==> src/rtl/ide_prog_pkg.sv <==
package ide_prog_pkg;
  localparam int SECT_SHIFT = 9;   // 512-byte sector
  localparam int BLK_SHIFT  = 11;  // 2048-byte optical block
  localparam int OFF_W      = BLK_SHIFT;

  typedef enum logic [1:0] {
    CMD_READ  = 2'b00,
    CMD_WRITE = 2'b01,
    CMD_TRIM  = 2'b10
  } ide_cmd_e;
endpackage

==> src/rtl/ide_disk_step.sv <==
module ide_disk_step #(
  parameter int SECT_W = 32,
  parameter int CNT_W  = 16,
  parameter int LEN_W  = 16
) (
  input  logic [SECT_W-1:0] sector,
  input  logic [CNT_W-1:0]  count,
  input  logic [LEN_W-1:0]  pend,
  output logic [SECT_W-1:0] nxt_sector,
  output logic [CNT_W-1:0]  nxt_count,
  output logic              done
);
  import ide_prog_pkg::*;
  localparam int SUM_W = LEN_W + 1;

  logic [SUM_W-1:0] rounded;
  logic [SUM_W-1:0] nsec;

  // round pending bytes up to whole sectors
  assign rounded    = SUM_W'(pend) + SUM_W'((1 << SECT_SHIFT) - 1);
  assign nsec       = rounded >> SECT_SHIFT;
  assign nxt_sector = sector + SECT_W'(nsec);
  assign nxt_count  = count - CNT_W'(nsec);
  assign done       = (nxt_count == '0);
endmodule

==> src/rtl/ide_atapi_step.sv <==
module ide_atapi_step #(
  parameter int SECT_W = 32,
  parameter int BYTE_W = 24,
  parameter int LEN_W  = 16
) (
  input  logic [SECT_W-1:0]        blk,
  input  logic [10:0]              off,
  input  logic signed [BYTE_W-1:0] bytes,
  input  logic [LEN_W-1:0]         pend,
  output logic [SECT_W-1:0]        nxt_blk,
  output logic [10:0]              nxt_off,
  output logic signed [BYTE_W-1:0] nxt_bytes,
  output logic                     ok,
  output logic [SECT_W-1:0]        lsect
);
  import ide_prog_pkg::*;
  localparam int SUM_W = LEN_W + 1;

  logic [SUM_W-1:0]        pos_sum;
  logic signed [BYTE_W-1:0] pend_s;

  assign pos_sum   = SUM_W'(off) + SUM_W'(pend);
  assign nxt_blk   = blk + SECT_W'(pos_sum >> BLK_SHIFT);
  assign nxt_off   = pos_sum[OFF_W-1:0];
  assign pend_s    = BYTE_W'(pend);
  assign nxt_bytes = bytes - pend_s;
  assign ok        = (nxt_bytes <= 0);
  // convert block + offset back to a 512-byte sector
  assign lsect     = (nxt_blk << 2) + SECT_W'(nxt_off[10:9]);
endmodule

==> src/rtl/ide_dma_progress.sv <==
module ide_dma_progress #(
  parameter int SECT_W = 32,
  parameter int CNT_W  = 16,
  parameter int BYTE_W = 24,
  parameter int LEN_W  = 16,
  parameter int ADDR_W = 32
) (
  input  logic              clk,
  input  logic              rst,
  input  logic              start,
  input  logic              start_atapi,
  input  logic [1:0]        start_cmd,
  input  logic [SECT_W-1:0] start_lba,
  input  logic [CNT_W-1:0]  start_count,
  input  logic [BYTE_W-1:0] start_bytes,
  input  logic [10:0]       start_offset,
  input  logic [ADDR_W-1:0] start_addr,
  input  logic              step,
  input  logic              step_err,
  input  logic [LEN_W-1:0]  next_len,
  output logic              busy,
  output logic              launch,
  output logic [SECT_W-1:0] launch_sector,
  output logic [LEN_W-1:0]  launch_len,
  output logic [1:0]        launch_cmd,
  output logic [ADDR_W-1:0] dma_addr,
  output logic              dma_end,
  output logic              irq,
  output logic [1:0]        status,
  output logic              atapi_ok,
  output logic              err_dma,
  output logic              err_io,
  output logic [SECT_W-1:0] cur_lba,
  output logic [10:0]       cur_offset,
  output logic [CNT_W-1:0]  left_sectors,
  output logic [BYTE_W-1:0] left_bytes
);
  import ide_prog_pkg::*;
  localparam int POS_W = SECT_W + OFF_W;

  logic              busy_q, atapi_q, launch_q, dma_end_q, irq_q, ok_q;
  logic              err_dma_q, err_io_q;
  ide_cmd_e          cmd_q, launch_cmd_q;
  logic [1:0]        status_q;
  logic [SECT_W-1:0] lba_q, launch_sector_q;
  logic [CNT_W-1:0]  cnt_q;
  logic signed [BYTE_W-1:0] bytes_q;
  logic [10:0]       off_q;
  logic [LEN_W-1:0]  pend_q, launch_len_q;
  logic [ADDR_W-1:0] dma_addr_q;

  logic [SECT_W-1:0] d_sector, a_blk, a_lsect;
  logic [CNT_W-1:0]  d_count;
  logic              d_done, a_ok;
  logic [10:0]       a_off;
  logic signed [BYTE_W-1:0] a_bytes;
  logic              take;

  ide_disk_step #(.SECT_W(SECT_W), .CNT_W(CNT_W), .LEN_W(LEN_W)) u_disk (
    .sector(lba_q), .count(cnt_q), .pend(pend_q),
    .nxt_sector(d_sector), .nxt_count(d_count), .done(d_done)
  );

  ide_atapi_step #(.SECT_W(SECT_W), .BYTE_W(BYTE_W), .LEN_W(LEN_W)) u_atapi (
    .blk(lba_q), .off(off_q), .bytes(bytes_q), .pend(pend_q),
    .nxt_blk(a_blk), .nxt_off(a_off), .nxt_bytes(a_bytes), .ok(a_ok),
    .lsect(a_lsect)
  );

  assign take = busy_q && step && !start;

  always_ff @(posedge clk) begin
    if (rst) begin
      busy_q          <= 1'b0;
      atapi_q         <= 1'b0;
      launch_q        <= 1'b0;
      dma_end_q       <= 1'b0;
      irq_q           <= 1'b0;
      ok_q            <= 1'b0;
      err_dma_q       <= 1'b0;
      err_io_q        <= 1'b0;
      cmd_q           <= CMD_READ;
      launch_cmd_q    <= CMD_READ;
      status_q        <= 2'b00;
      lba_q           <= '0;
      launch_sector_q <= '0;
      cnt_q           <= '0;
      bytes_q         <= '0;
      off_q           <= '0;
      pend_q          <= '0;
      launch_len_q    <= '0;
      dma_addr_q      <= '0;
    end else begin
      launch_q  <= 1'b0;
      dma_end_q <= 1'b0;
      ok_q      <= 1'b0;
      if (start) begin
        busy_q     <= 1'b1;
        atapi_q    <= start_atapi;
        cmd_q      <= ide_cmd_e'(start_cmd);
        lba_q      <= start_lba;
        cnt_q      <= start_count;
        bytes_q    <= start_bytes;
        off_q      <= start_atapi ? start_offset : '0;
        pend_q     <= '0;
        dma_addr_q <= start_addr;
        irq_q      <= 1'b0;
        status_q   <= 2'b00;
        err_dma_q  <= 1'b0;
        err_io_q   <= 1'b0;
      end else if (take) begin
        if (step_err) begin
          busy_q    <= 1'b0;
          dma_end_q <= 1'b1;
          irq_q     <= 1'b1;
          pend_q    <= '0;
          if (atapi_q) err_io_q  <= 1'b1;
          else         err_dma_q <= 1'b1;
        end else begin
          if (atapi_q) begin
            lba_q   <= a_blk;
            off_q   <= a_off;
            bytes_q <= a_bytes;
            if (a_ok) begin
              ok_q  <= 1'b1;
              irq_q <= 1'b1;
            end
          end else begin
            lba_q <= d_sector;
            cnt_q <= d_count;
            if (d_done) begin
              status_q <= 2'b11;
              irq_q    <= 1'b1;
            end
          end
          if (next_len == '0) begin
            busy_q    <= 1'b0;
            dma_end_q <= 1'b1;
            pend_q    <= '0;
          end else begin
            pend_q          <= next_len;
            dma_addr_q      <= dma_addr_q + ADDR_W'(next_len);
            launch_q        <= 1'b1;
            launch_len_q    <= next_len;
            launch_sector_q <= atapi_q ? a_lsect : d_sector;
            launch_cmd_q    <= cmd_q;
          end
        end
      end
    end
  end

  assign busy          = busy_q;
  assign launch        = launch_q;
  assign launch_sector = launch_sector_q;
  assign launch_len    = launch_len_q;
  assign launch_cmd    = launch_cmd_q;
  assign dma_addr      = dma_addr_q;
  assign dma_end       = dma_end_q;
  assign irq           = irq_q;
  assign status        = status_q;
  assign atapi_ok      = ok_q;
  assign err_dma       = err_dma_q;
  assign err_io        = err_io_q;
  assign cur_lba       = lba_q;
  assign cur_offset    = off_q;
  assign left_sectors  = cnt_q;
  assign left_bytes    = bytes_q;

  assert_launch_len_R3: assert property (@(posedge clk) disable iff (rst)
    launch_q |-> (launch_len_q != '0));

  assert_addr_adv_R3: assert property (@(posedge clk) disable iff (rst)
    (take && !step_err && next_len != '0) |=>
      (dma_addr_q == $past(dma_addr_q) + ADDR_W'($past(next_len))));

  assert_disk_adv_R4: assert property (@(posedge clk) disable iff (rst)
    (take && !atapi_q && !step_err) |=>
      ((lba_q - $past(lba_q)) ==
       SECT_W'(((LEN_W+1)'($past(pend_q)) + (LEN_W+1)'(511)) >> 9)));

  assert_atapi_pos_R6: assert property (@(posedge clk) disable iff (rst)
    (take && atapi_q && !step_err) |=>
      ({lba_q, off_q} == {$past(lba_q), $past(off_q)} + POS_W'($past(pend_q))));

  assert_done_irq_R5: assert property (@(posedge clk) disable iff (rst)
    $rose(status_q[1]) |-> irq_q);

  assert_end_idle_R9: assert property (@(posedge clk) disable iff (rst)
    dma_end_q |-> (!busy_q && !launch_q));

  assert_err_end_R10: assert property (@(posedge clk) disable iff (rst)
    ($rose(err_dma_q) || $rose(err_io_q)) |-> dma_end_q);

  assert_idle_quiet_R11: assert property (@(posedge clk) disable iff (rst)
    (!busy_q && !start) |=> (!launch_q && $stable(dma_addr_q) && $stable(lba_q)));
endmodule

==> config.mk <==
export PLATFORM = sky130hd
export DESIGN_NAME = ide_dma_progress
export DESIGN_NICKNAME = d
export VERILOG_FILES = /design/src/rtl/ide_prog_pkg.sv /design/src/rtl/ide_disk_step.sv /design/src/rtl/ide_atapi_step.sv /design/src/rtl/ide_dma_progress.sv
export SDC_FILE = /design/constraint.sdc
export NUM_CORES = 1
export LEC_CHECK = 0
export ABC_AREA = 1
export ABC_CLOCK_PERIOD_IN_PS = 3500
export BUFFER_PORTS_ARGS = -buffer_cell sky130_fd_sc_hd__clkbuf_2
export CAP_MARGIN = 30
export CORE_MARGIN = 2
export CORE_UTILIZATION = 50
export CTS_CLUSTER_SIZE = 8
export DETAILED_ROUTE_END_ITERATION = 8
export PLACE_DENSITY_LB_ADDON = 0.25
export SKIP_CTS_REPAIR_TIMING = 1
export SLEW_MARGIN = 5
export SYNTH_ARGS = -nofsm -noshare
export SYNTH_HDL_FRONTEND = slang
export SYNTH_SLANG_ARGS = --single-unit
==> constraint.sdc <==
create_clock -name clk -period 3.5 [get_ports clk]
set_input_delay 0.7 -clock clk [delete_from_list [all_inputs] [get_ports clk]]
set_output_delay 0.7 -clock clk [all_outputs]
set_load 0.01 [all_outputs]
==> key figures <==
Outcome
  • Outcome: finished, violations left
  • Failing checks: setup timing

Global routing
  • First-pass GRT wire length: 79.0 mm
  • Antenna violations before repair: 0
  • Overflow after GRT: 0
  • Total track usage: 34.2%
  • Largest net degree at the start of global routing: 92
  • Vias in the first global route: 15.3k

Synth
  • Number of synthesized flops with an enable pin: 0
  • Synth Flop Type: dfxtp_1
  • Synthesis Warnings: 0
  • Post-synth ARST share: 0%
  • Syn avg cell area: 6.33 um^2
  • Cell Area, Synth: 0.0138 mm^2
  • Cells after Synth: 2174
  • Synth unique cells: 55
  • Seq cells post-synth: 192
  • Syn_nets: 2384
  • Sequential share of the synthesized area: 27.9%

Setup path
  • R2R Setup Slk: -290 ps
  • WP data arrival: 4170 ps
  • Reg2Reg Depth: 27
  • Crit path max fanout: 3
  • R2r startpoint: pend_q[2]
  • Buf/Inv on CP: 4
  • Req. time, crit path: 3880 ps
  • Startpoint Class: flip-flop
  • Crit path max-delay family: compound AO/OA/AOI/OAI gates
  • Crit Path Category: flip-flop to flip-flop
  • CP Capture Type: flip-flop
  • Instance count on the critical path: 27
  • CP peak stage delay: 370 ps
  • Capturing point of the worst reg2reg path: cur_lba[20]
  • Critical path's slowest cell: fa_2

Floorplanning
  • Die height: 170 um
  • Die footprint: 0.0289 mm^2
  • Chip width: 170 um
  • Initial core utilization: 50.9%
  • Std cell rows: 60
  • Core ar.: 0.0270 mm^2
  • Number of top-level pins: 313

Clocking
  • Total CTS buffers: 17
  • H-Tree Depth: 4
  • Clk Latency, worst-skew pair: 450 ps
  • Clk sinks: 192
  • Clock transition at path regs: 80 ps
  • Root buffer cell: clkbuf_16
  • Clk buf depth: 2
  • TritonCTS clock tree: yes

STA
  • Final worst slack: -289 ps
  • Slew HR: 33.4%
  • Slew Viols, Final: 0
  • Final Hold Viols: 0
  • Final setup viols: 50
  • WHS: 463 ps
  • Final period utilization: 108%
  • RSZ-0062 raised after global routing: yes
  • Slew at the pin closest to its max-slew limit: 999 ps
  • Min cycle time layout: 3790 ps
  • Clk_skew: 17.5 ps
  • Upper clock frequency limit: 0.264 GHz

Detailed routing
  • Vias per inst: 5.64
  • Post-route ant nets: 0
  • DRT Pass-1 Iters: 6
  • DRC: 0
  • Vias: 16.4k
  • DRT iter0 DRCs: 1544
  • Wire per inst: 17.7 um
  • Total wire length: 51.6 mm

Finish
  • Commonest non-fill, non-tap cell in the layout: nand2_1
  • Final #Nets: 2766
  • Layout fillers: 2460
  • N_diodes: 0
  • Share of layout cells above drive strength 1: 27.4%
  • Fin cells: 2910
  • Area growth, synth to finish: 29.4%
  • Area of the multi-input gates: 0.00932 mm^2
  • Most frequent cells in the layout: nand2_1, clkbuf_2, inv_1, dfxtp_1, a21oi_1
  • FF/Latch Area: 0.00385 mm^2

Power and ir drop
  • Total power draw: 0.00630 W
  • VDD IR-drop max: 0.267 mV
  • Leak Pwr: 8.50 nW
  • Power per Cell Area: 354 mW/mm^2

Flow run
  • Max-cap check violation count: 0

Placed design
  • Place WS: -375 ps
  • Port buffer count: 312
  • Cell total after placement: 2867
  • Post-DP HPWL: 38.5 mm
  • Gp weighted congestion: 0.997

Hold path
  • Hold path startpoint: launch_len[12]
  • Hold Path Sink: launch_len[12]
  • Hold Crit Class: flip-flop to flip-flop
  • Hold Path Depth: 2
==> metrics by stage <==
stage	TNS, ps	utilization (%)	instance area, um^2
final	-7150	65.9	17800
after global routing	-20080	65.9	17800
after CTS	-10700	63.0	17000
after detailed placement	-8710	60.7	16400
after global placement	-4390	60.7	16400
after floorplan	0	-	13800
==> report_power, final <==
part           internal, W  leakage [nW]  switching, W  total, W
logic             0.000659          6.62       0.00106   0.00172
clock network      0.00110         0.303       0.00102   0.00212
registers          0.00230          1.58      0.000165   0.00246
==> synthesized netlist by cell type, types with 3 or more instances <==
library cell / count / area (um^2)
or2_2: 12 / 75.1
o2111ai_1: 5 / 43.8
a21o_1: 3 / 22.5
dfxtp_1: 192 / 3840
nand3b_1: 12 / 90.1
clkbuf_1: 50 / 188
a221oi_1: 7 / 61.3
nor4_1: 5 / 31.3
buf_2: 23 / 115
inv_2: 16 / 60.1
a21oi_2: 8 / 70.1
nand4_1: 17 / 106
nand2_1: 579 / 2170
and2_1: 3 / 18.8
nand3_1: 178 / 891
inv_1: 241 / 905
nor4_2: 3 / 37.5
fa_1: 6 / 120
o21ai_0: 128 / 641
o21bai_1: 5 / 37.5
buf_1: 5 / 18.8
o21ai_1: 17 / 85.1
xnor2_1: 13 / 114
or2_1: 3 / 18.8
o21ai_2: 5 / 43.8
nand2_2: 13 / 81.3
nand2_4: 4 / 45.0
a21oi_1: 204 / 1020
o221ai_1: 4 / 35.0
nand3_2: 6 / 60.1
xor2_1: 24 / 210
nor2_4: 4 / 45.0
ha_1: 65 / 813
a31oi_1: 50 / 313
a211oi_1: 4 / 30.0
nor2_1: 178 / 668
o211ai_1: 26 / 195
nor3_4: 3 / 48.8
nor3_2: 5 / 50.1
nor3_1: 17 / 85.1
nor2_2: 13 / 81.3
==> worst register-to-register path, delay by kind of cell, from the launching register on <==
family	cells	cell delay, ps
AOI/OAI and AO/OA	9	1160
xor gates and xnor gates	1	150
adders and majority gates	3	790
buffers and inverters	4	300
DFF	1	340
and+or+nand+nor	10	980
==> final cells by class <==
| type | count | area share, % |
|---|---|---|
| Tap cell | 341 | 2.40 |
| Clock inverter | 14 | 1.07 |
| Multi-Input combinational cell | 1645 | 52.3 |
| Timing Repair Buffer | 442 | 14.7 |
| Clock buffer | 18 | 2.41 |
| Sequential cell | 192 | 21.6 |
| Inverter | 258 | 5.52 |
==> sequential cells by signal, indices dropped and copies added (netlist names) <==
signal / flops
launch: 1
dma_end: 1
left_sectors: 16
busy: 1
dma_addr: 32
left_bytes: 24
err_io: 1
cur_offset: 11
cur_lba: 32
launch_sector: 32
err_dma: 1
pend_q: 16
launch_cmd: 2
atapi_ok: 1
cmd_q: 2
irq: 1
status: 1
atapi_q: 1
launch_len: 16
==> worst max-delay path by stage <==
stage	startpoint	to	slack (ps)
3_3_place_gp	pend_q[2]	cur_lba[12]	-270
4_1_cts	pend_q[2]	cur_lba[12]	-430
6_report	pend_q[2]	cur_lba[20]	-290
2_1_floorplan	cur_offset[2]	cur_lba[20]	30
5_1_grt	pend_q[2]	cur_lba[20]	-530
3_5_place_dp	pend_q[2]	cur_lba[12]	-370
==> routing by layer <==
layer	global-route usage [%]	wire (um)
met1	45.1	22100
met2	56.7	23900
met3	4.93	3790
met4	13.2	1740
met5	0	0
==> logic make-up after synthesis <==
kind of cell,synth area share (%)
XOR/XNOR,2.35
AO/OA/AOI/OAI,19.7
AND/OR/NAND/NOR,33.8
flip-flops,27.9
adder cells (fa/ha/maj),6.78
buffers and inverters,9.42
Power figures use the tool's default switching activity.
